## src/rtl/scanmap_pkg.sv

```systemverilog
// Package: scanmap_pkg
// Shared types for the scan addresser: the orientation flags kept
// together as a pair. Assumes the flags are independent of each other.
package scanmap_pkg;

    typedef struct packed {
        logic seg_flip;   // mirror column order
        logic com_flip;   // mirror row order
    } orient_t;

endpackage

```

## src/rtl/scanmap_cfg_shadow.sv

```systemverilog
// Module: scanmap_cfg_shadow
// Holds the per-frame copy of the orientation and start-line settings.
// The copy loads only on frame_start. While frame_start is high, the
// active outputs pass the requested values through, so the first sample
// of the new frame already uses them.
// Assumes frame_start is a one-cycle pulse at the frame boundary.
module scanmap_cfg_shadow
    import scanmap_pkg::*;
#(
    parameter int ROW_W = 6
) (
    input  logic             clk,
    input  logic             rst_n,
    input  logic             frame_start,
    input  orient_t          orient_req,
    input  logic [ROW_W-1:0] start_req,
    output orient_t          orient_act,
    output logic [ROW_W-1:0] start_act
);

    orient_t          orient_q;
    logic [ROW_W-1:0] start_q;

    // Capture the requested settings at each frame boundary.
    always_ff @(posedge clk) begin
        if (!rst_n) begin
            orient_q <= '0;
            start_q  <= '0;
        end else if (frame_start) begin
            orient_q <= orient_req;
            start_q  <= start_req;
        end
    end

    // Pick the settings that govern this cycle's sample.
    always_comb begin
        if (frame_start) begin
            orient_act = orient_req;
            start_act  = start_req;
        end else begin
            orient_act = orient_q;
            start_act  = start_q;
        end
    end

endmodule

```

## src/rtl/scanmap_row_mapper.sv

```systemverilog
// Module: scanmap_row_mapper
// Converts a scan row into a RAM page and bit position. It mirrors the
// row first when requested, then adds the start line modulo the row count.
// Assumes NUM_ROWS and ROWS_PER_PAGE are powers of two and
// ROWS_PER_PAGE >= 2, so the modulo is a plain wrap of the adder and the
// split is a bit slice.
module scanmap_row_mapper #(
    parameter int NUM_ROWS      = 64,
    parameter int ROWS_PER_PAGE = 8,
    localparam int ROW_W  = $clog2(NUM_ROWS),
    localparam int BIT_W  = $clog2(ROWS_PER_PAGE),
    localparam int PAGE_W = ROW_W - BIT_W
) (
    input  logic              com_flip,
    input  logic [ROW_W-1:0]  start_line,
    input  logic [ROW_W-1:0]  scan_row,
    output logic [PAGE_W-1:0] page,
    output logic [BIT_W-1:0]  bit_idx
);

    localparam logic [ROW_W-1:0] LAST_ROW = ROW_W'(NUM_ROWS - 1);

    logic [ROW_W-1:0] oriented_row;
    logic [ROW_W-1:0] ram_row;

    // Apply the optional row reversal before the scroll offset.
    always_comb begin
        oriented_row = com_flip ? (LAST_ROW - scan_row) : scan_row;
    end

    // Add the start line; the adder width gives the modulo wrap.
    always_comb begin
        ram_row = oriented_row + start_line;
    end

    // Split the RAM row into page number and bit within the page.
    always_comb begin
        page    = ram_row[ROW_W-1:BIT_W];
        bit_idx = ram_row[BIT_W-1:0];
    end

endmodule

```

## src/rtl/scanmap_col_mapper.sv

```systemverilog
// Module: scanmap_col_mapper
// Converts a scan segment index into a RAM column and applies the
// optional column reversal. It also flags indices beyond the last column.
// When NUM_COLS fills the index width, the range check is left out.
module scanmap_col_mapper #(
    parameter int NUM_COLS = 132,
    localparam int COL_W = $clog2(NUM_COLS)
) (
    input  logic             seg_flip,
    input  logic [COL_W-1:0] scan_col,
    output logic [COL_W-1:0] ram_col,
    output logic             in_range
);

    localparam logic [COL_W-1:0] LAST_COL = COL_W'(NUM_COLS - 1);

    // Mirror the column order when reversal is selected.
    always_comb begin
        ram_col = seg_flip ? (LAST_COL - scan_col) : scan_col;
    end

    generate
        if (NUM_COLS == (1 << COL_W)) begin : g_full_range
            // Every index names a real column.
            always_comb begin
                in_range = 1'b1;
            end
        end else begin : g_partial_range
            // Indices above the last column are rejected.
            always_comb begin
                in_range = (scan_col <= LAST_COL);
            end
        end
    endgenerate

endmodule

```

## src/rtl/scan_addr_map.sv

```systemverilog
// Module: scan_addr_map (top)
// Scan-position-to-RAM-address mapper for a paged, bit-mapped display
// memory. It combines the frame-latched orientation settings with the row
// and column mappers, then registers the address once. Latency is one clock.
// Assumes the scan counters are generated outside this block.
module scan_addr_map
    import scanmap_pkg::*;
#(
    parameter int NUM_COLS      = 132,
    parameter int NUM_ROWS      = 64,
    parameter int ROWS_PER_PAGE = 8,
    localparam int COL_W  = $clog2(NUM_COLS),
    localparam int ROW_W  = $clog2(NUM_ROWS),
    localparam int BIT_W  = $clog2(ROWS_PER_PAGE),
    localparam int PAGE_W = ROW_W - BIT_W
) (
    input  logic              clk,
    input  logic              rst_n,
    input  logic              cfg_seg_flip,
    input  logic              cfg_com_flip,
    input  logic [ROW_W-1:0]  cfg_start_line,
    input  logic              frame_start,
    input  logic              scan_valid,
    input  logic [ROW_W-1:0]  scan_row,
    input  logic [COL_W-1:0]  scan_col,
    output logic              ram_valid,
    output logic [COL_W-1:0]  ram_col,
    output logic [PAGE_W-1:0] ram_page,
    output logic [BIT_W-1:0]  ram_bit
);

    orient_t           orient_req;
    orient_t           orient_act;
    logic [ROW_W-1:0]  start_act;
    logic [COL_W-1:0]  col_map;
    logic              col_ok;
    logic [PAGE_W-1:0] page_map;
    logic [BIT_W-1:0]  bit_map;

    // Gather the requested orientation flags into one struct.
    always_comb begin
        orient_req.seg_flip = cfg_seg_flip;
        orient_req.com_flip = cfg_com_flip;
    end

    scanmap_cfg_shadow #(
        .ROW_W (ROW_W)
    ) u_shadow (
        .clk         (clk),
        .rst_n       (rst_n),
        .frame_start (frame_start),
        .orient_req  (orient_req),
        .start_req   (cfg_start_line),
        .orient_act  (orient_act),
        .start_act   (start_act)
    );

    scanmap_row_mapper #(
        .NUM_ROWS      (NUM_ROWS),
        .ROWS_PER_PAGE (ROWS_PER_PAGE)
    ) u_rows (
        .com_flip   (orient_act.com_flip),
        .start_line (start_act),
        .scan_row   (scan_row),
        .page       (page_map),
        .bit_idx    (bit_map)
    );

    scanmap_col_mapper #(
        .NUM_COLS (NUM_COLS)
    ) u_cols (
        .seg_flip (orient_act.seg_flip),
        .scan_col (scan_col),
        .ram_col  (col_map),
        .in_range (col_ok)
    );

    // Register the mapped address; on idle cycles hold it and drop valid.
    always_ff @(posedge clk) begin
        if (!rst_n) begin
            ram_valid <= 1'b0;
            ram_col   <= '0;
            ram_page  <= '0;
            ram_bit   <= '0;
        end else if (scan_valid) begin
            ram_valid <= col_ok;
            ram_col   <= col_map;
            ram_page  <= page_map;
            ram_bit   <= bit_map;
        end else begin
            ram_valid <= 1'b0;
        end
    end

endmodule

```

## config.mk

```make
export PLATFORM = sky130hd
export DESIGN_NAME = scan_addr_map
export DESIGN_NICKNAME = d
export VERILOG_FILES = /design/src/rtl/scanmap_pkg.sv /design/src/rtl/scanmap_cfg_shadow.sv /design/src/rtl/scanmap_row_mapper.sv /design/src/rtl/scanmap_col_mapper.sv /design/src/rtl/scan_addr_map.sv
export SDC_FILE = /design/constraint.sdc
export NUM_CORES = 1
export LEC_CHECK = 0
export ABC_CLOCK_PERIOD_IN_PS = 2820
export CAP_MARGIN = 10
export CORE_MARGIN = 2
export CORE_UTILIZATION = 30
export CTS_BUF_LIST = sky130_fd_sc_hd__clkbuf_8
export CTS_CLUSTER_SIZE = 40
export DETAILED_ROUTE_END_ITERATION = 12
export GPL_TIMING_DRIVEN = 0
export MAX_ROUTING_LAYER = met4
export PLACE_DENSITY_LB_ADDON = 0.25
export SLEW_MARGIN = 5
export SYNTH_ARGS = -nofsm -noshare
export SYNTH_HDL_FRONTEND = slang
export SYNTH_SLANG_ARGS = --single-unit
export TNS_END_PERCENT = 1
```

## constraint.sdc

```tcl
create_clock -name clk -period 2.82 [get_ports clk]
set_input_delay 0.282 -clock clk [delete_from_list [all_inputs] [get_ports clk]]
set_output_delay 0.282 -clock clk [all_outputs]
set_load 0.005 [all_outputs]
```

==> results.txt <==
most frequent cells after synthesis = 23 x dfxtp_1, 14 x xnor2_1, 11 x nor2b_1
CP bufs+invs = 2
row count = 24
CP delay by family, top = buffers and inverters
hold crit path type = input pin to flip-flop
setup repair bufs after CTS = 0
Clock Latency Late Sink = 0.27 ns
CP Launch Type = input pin
Slew HR = 56.1%
FF-to-FF path depth = 8
register bit count reported by yosys = 23
Final Hold Viols = 0
Critical Path End = ram_page[0]$_SDFFE_PN0P_
CP cell instances = clkdlybuf4s50_1, mux2i_4, xnor2_1, ha_1, clkbuf_1, nor4b_2, a31oi_2, and3_1, a311o_1
CTS sink cnt = 23
Peak Freq = 0.392 GHz
Root Driver = clkbuf_8
Pins Over Slew Limit = 0
sequential fraction of the synthesis area = 32.8%
RSZ-0062 raised after global routing = no
Crit. End Element = flip-flop
FF-to-FF Start = u_shadow.orient_q[0]$_SDFF_PN0_
crit path max-delay cell type = clkdlybuf4s50_1
yosys warns = 0
clock skew = 0.00978 ns
n_diodes = 0
pwr/cell area = 452 nW/um^2
Crit path required time = 2.97 ns
outcome = finished, final reports clean
Crit. path cell count = 9
reg-to-reg setup timing slack = 0.45 ns
Syn Nets = 180
Tmin final = 2.55 ns
library cells used by synthesis = 39
core area = 4410 um^2
mapped cell area = 1400 um^2
Die ar. = 5240 um^2
Hold-fix buffers, CTS = 0
HPWL after DPL = 2440 um
critical path class = input pin to flip-flop
largest cells by area after synthesis = dfxtp_1 33%, xnor2_1 8.7%, mux2i_1 5.7%, ha_1 5.4%, nor2b_1 4.9%
Ports = 41
Layout area overhead = 35.0%
drc violations = 0
Lkg Pwr = 0.000774 uW
Max FO, Critical Path = 10
initial antenna violation count = 0
final setup TNS = 0 ns
number of global-route vias before repair = 1205
critical path arrival = 2.70 ns
R2R Path End = ram_page[0]$_SDFFE_PN0P_
VDD IR-drop max = 0.167 mV
post-layout util = 42.9%
Post-DRT Antenna Nets = 0
Max Cap Viol = 0
critical path's largest stage delay = 0.52 ns
Finish-stage setup viols = 0
global-route wire length before repair = 5310 um
Syn Area/Cell = 9.48 um^2
ys async rst share = 0%
Vias = 1221
TritonCTS clock tree = done
largest net degree at the start of global routing = 13
total wire length = 3290 um
layout net count = 223
total clock buffers created by CTS = 3
layout cells sized above 1 = 10.0%
Worst Max-Slew Pin Slew = 0.658 ns
vias per cell = 5.05
Synth Flop Type = dfxtp_1
PortBufs = 38
start point of the critical path = cfg_com_flip
die width = 72.4 um
Placer Congestion = 0.814
H-tree depth = 1
post-route insts no fill = 242
Congestion Overflow GR = 0
Post-synth EDFFs = 0
gr usage total = 13.3%
post_cts resized = 0
Routed wire per std cell = 13.6 um
Pre-Repair DR Iteration Count = 5
Syn Inst Count = 148
initial core utilization = 31.8%
most numerous cell in the Yosys netlist = dfxtp_1
leading area contributor after synthesis = dfxtp_1
Placed Cells = 238
period utilization = 90.5%
clk slew on worst S/H paths = 0.09 ns
share of the synthesized area in the top cell type = 32.8%
PnR Total Power = 856 uW
die height = 72.4 um
Starting DRT DRC Count = 31
Longest Clk Path Bufs = 2
-- worst reg2reg max path, stage by stage, from the launching register on --
cell and delay, ns:
dfxtp_1 0.37, mux2i_4 0.39, xnor2_1 0.12, ha_1 0.28, clkbuf_1 0.27, nor4b_2 0.29
a31oi_2 0.10, and3_1 0.18, a311o_1 0.26
-- flip-flops by register name, summed over array words and instances, names as in the netlist --
name               flops
u_shadow.orient_q      2
u_shadow.start_q       6
ram_col                8
ram_page               3
ram_bit                3
ram_valid              1
-- cells by family (layout without fill, tap and decap cells) --
| kind of cell | after synthesis | after routing | share of synthesized area [%] |
|---|---|---|---|
| mux | 16 | 16 | 13.9 |
| xor+xnor | 17 | 17 | 10.6 |
| buf+inv | 11 | 53 | 3.66 |
| flops | 23 | 23 | 32.8 |
| simple gates | 50 | 50 | 20.3 |
| fa+ha+maj | 6 | 6 | 5.35 |
| compound gates | 25 | 25 | 13.4 |
-- placed cells by master, fill, tap and decap left out, types with 4 or more instances in the layout --
| cell | instances |
|---|---|
| clkdlybuf4s50_1 | 38 |
| nand3_1 | 4 |
| inv_1 | 4 |
| nand2_1 | 10 |
| ha_1 | 6 |
| mux2i_1 | 8 |
| dfxtp_1 | 23 |
| nor2_1 | 6 |
| xnor2_1 | 14 |
| mux2_2 | 5 |
| a21oi_1 | 8 |
| nor2b_1 | 11 |
| clkbuf_1 | 4 |
| and2_1 | 5 |
| o211a_1 | 5 |
-- power breakdown --
part,switching (uW),leakage (uW),internal (uW)
Sequential,14.7,0.000190,354
Clock,110,0.0000269,97.3
Combinational,124,0.000556,157
-- through the flow --
step                      hold WS, ns  setup WS, ns  cell area [um^2]
after floorplan                 0.373         0.525              1400
after global placement          0.458        0.0503              1850
after detailed placement        0.462       -0.0168              1850
after CTS                       0.440         0.265              1890
after global routing            0.451        0.0934              1890
final                           0.437         0.269              1890
-- cell type report --
class,instances,area (um^2)
inverters,3,11.3
multi-input cells,114,891
well taps,52,65.1
clock buffers,3,41.3
repair buffers,38,380
plain buffers,8,40.0
fillers,440,2520
clock inverters,1,3.75
flip-flops and latches,23,460
-- metal layers --
layer	vias up	global-route usage, %	part of all wire [%]
met2	45	23.0	47
met1	572	15.2	45
li1	600	-	-
met3	4	2.92	6.7
met4	0	4.12	0.76
met5	-	-	0
-- worst min-delay path by stage --
stage / start / end / slack (ns) / cells after the start
5_1_grt: frame_start / u_shadow.start_q[1]$_SDFF_PN0_ / 0.45 / 3
3_5_place_dp: ram_page[1]$_SDFFE_PN0P_ / ram_page[1]$_SDFFE_PN0P_ / 0.46 / 2
4_1_cts: frame_start / u_shadow.orient_q[0]$_SDFF_PN0_ / 0.44 / 3
2_1_floorplan: scan_col[7] / ram_valid$_SDFF_PN0_ / 0.37 / 1
6_report: frame_start / u_shadow.orient_q[0]$_SDFF_PN0_ / 0.44 / 3
3_3_place_gp: ram_page[1]$_SDFFE_PN0P_ / ram_page[1]$_SDFFE_PN0P_ / 0.46 / 2
Power figures use the tool's default switching activity.
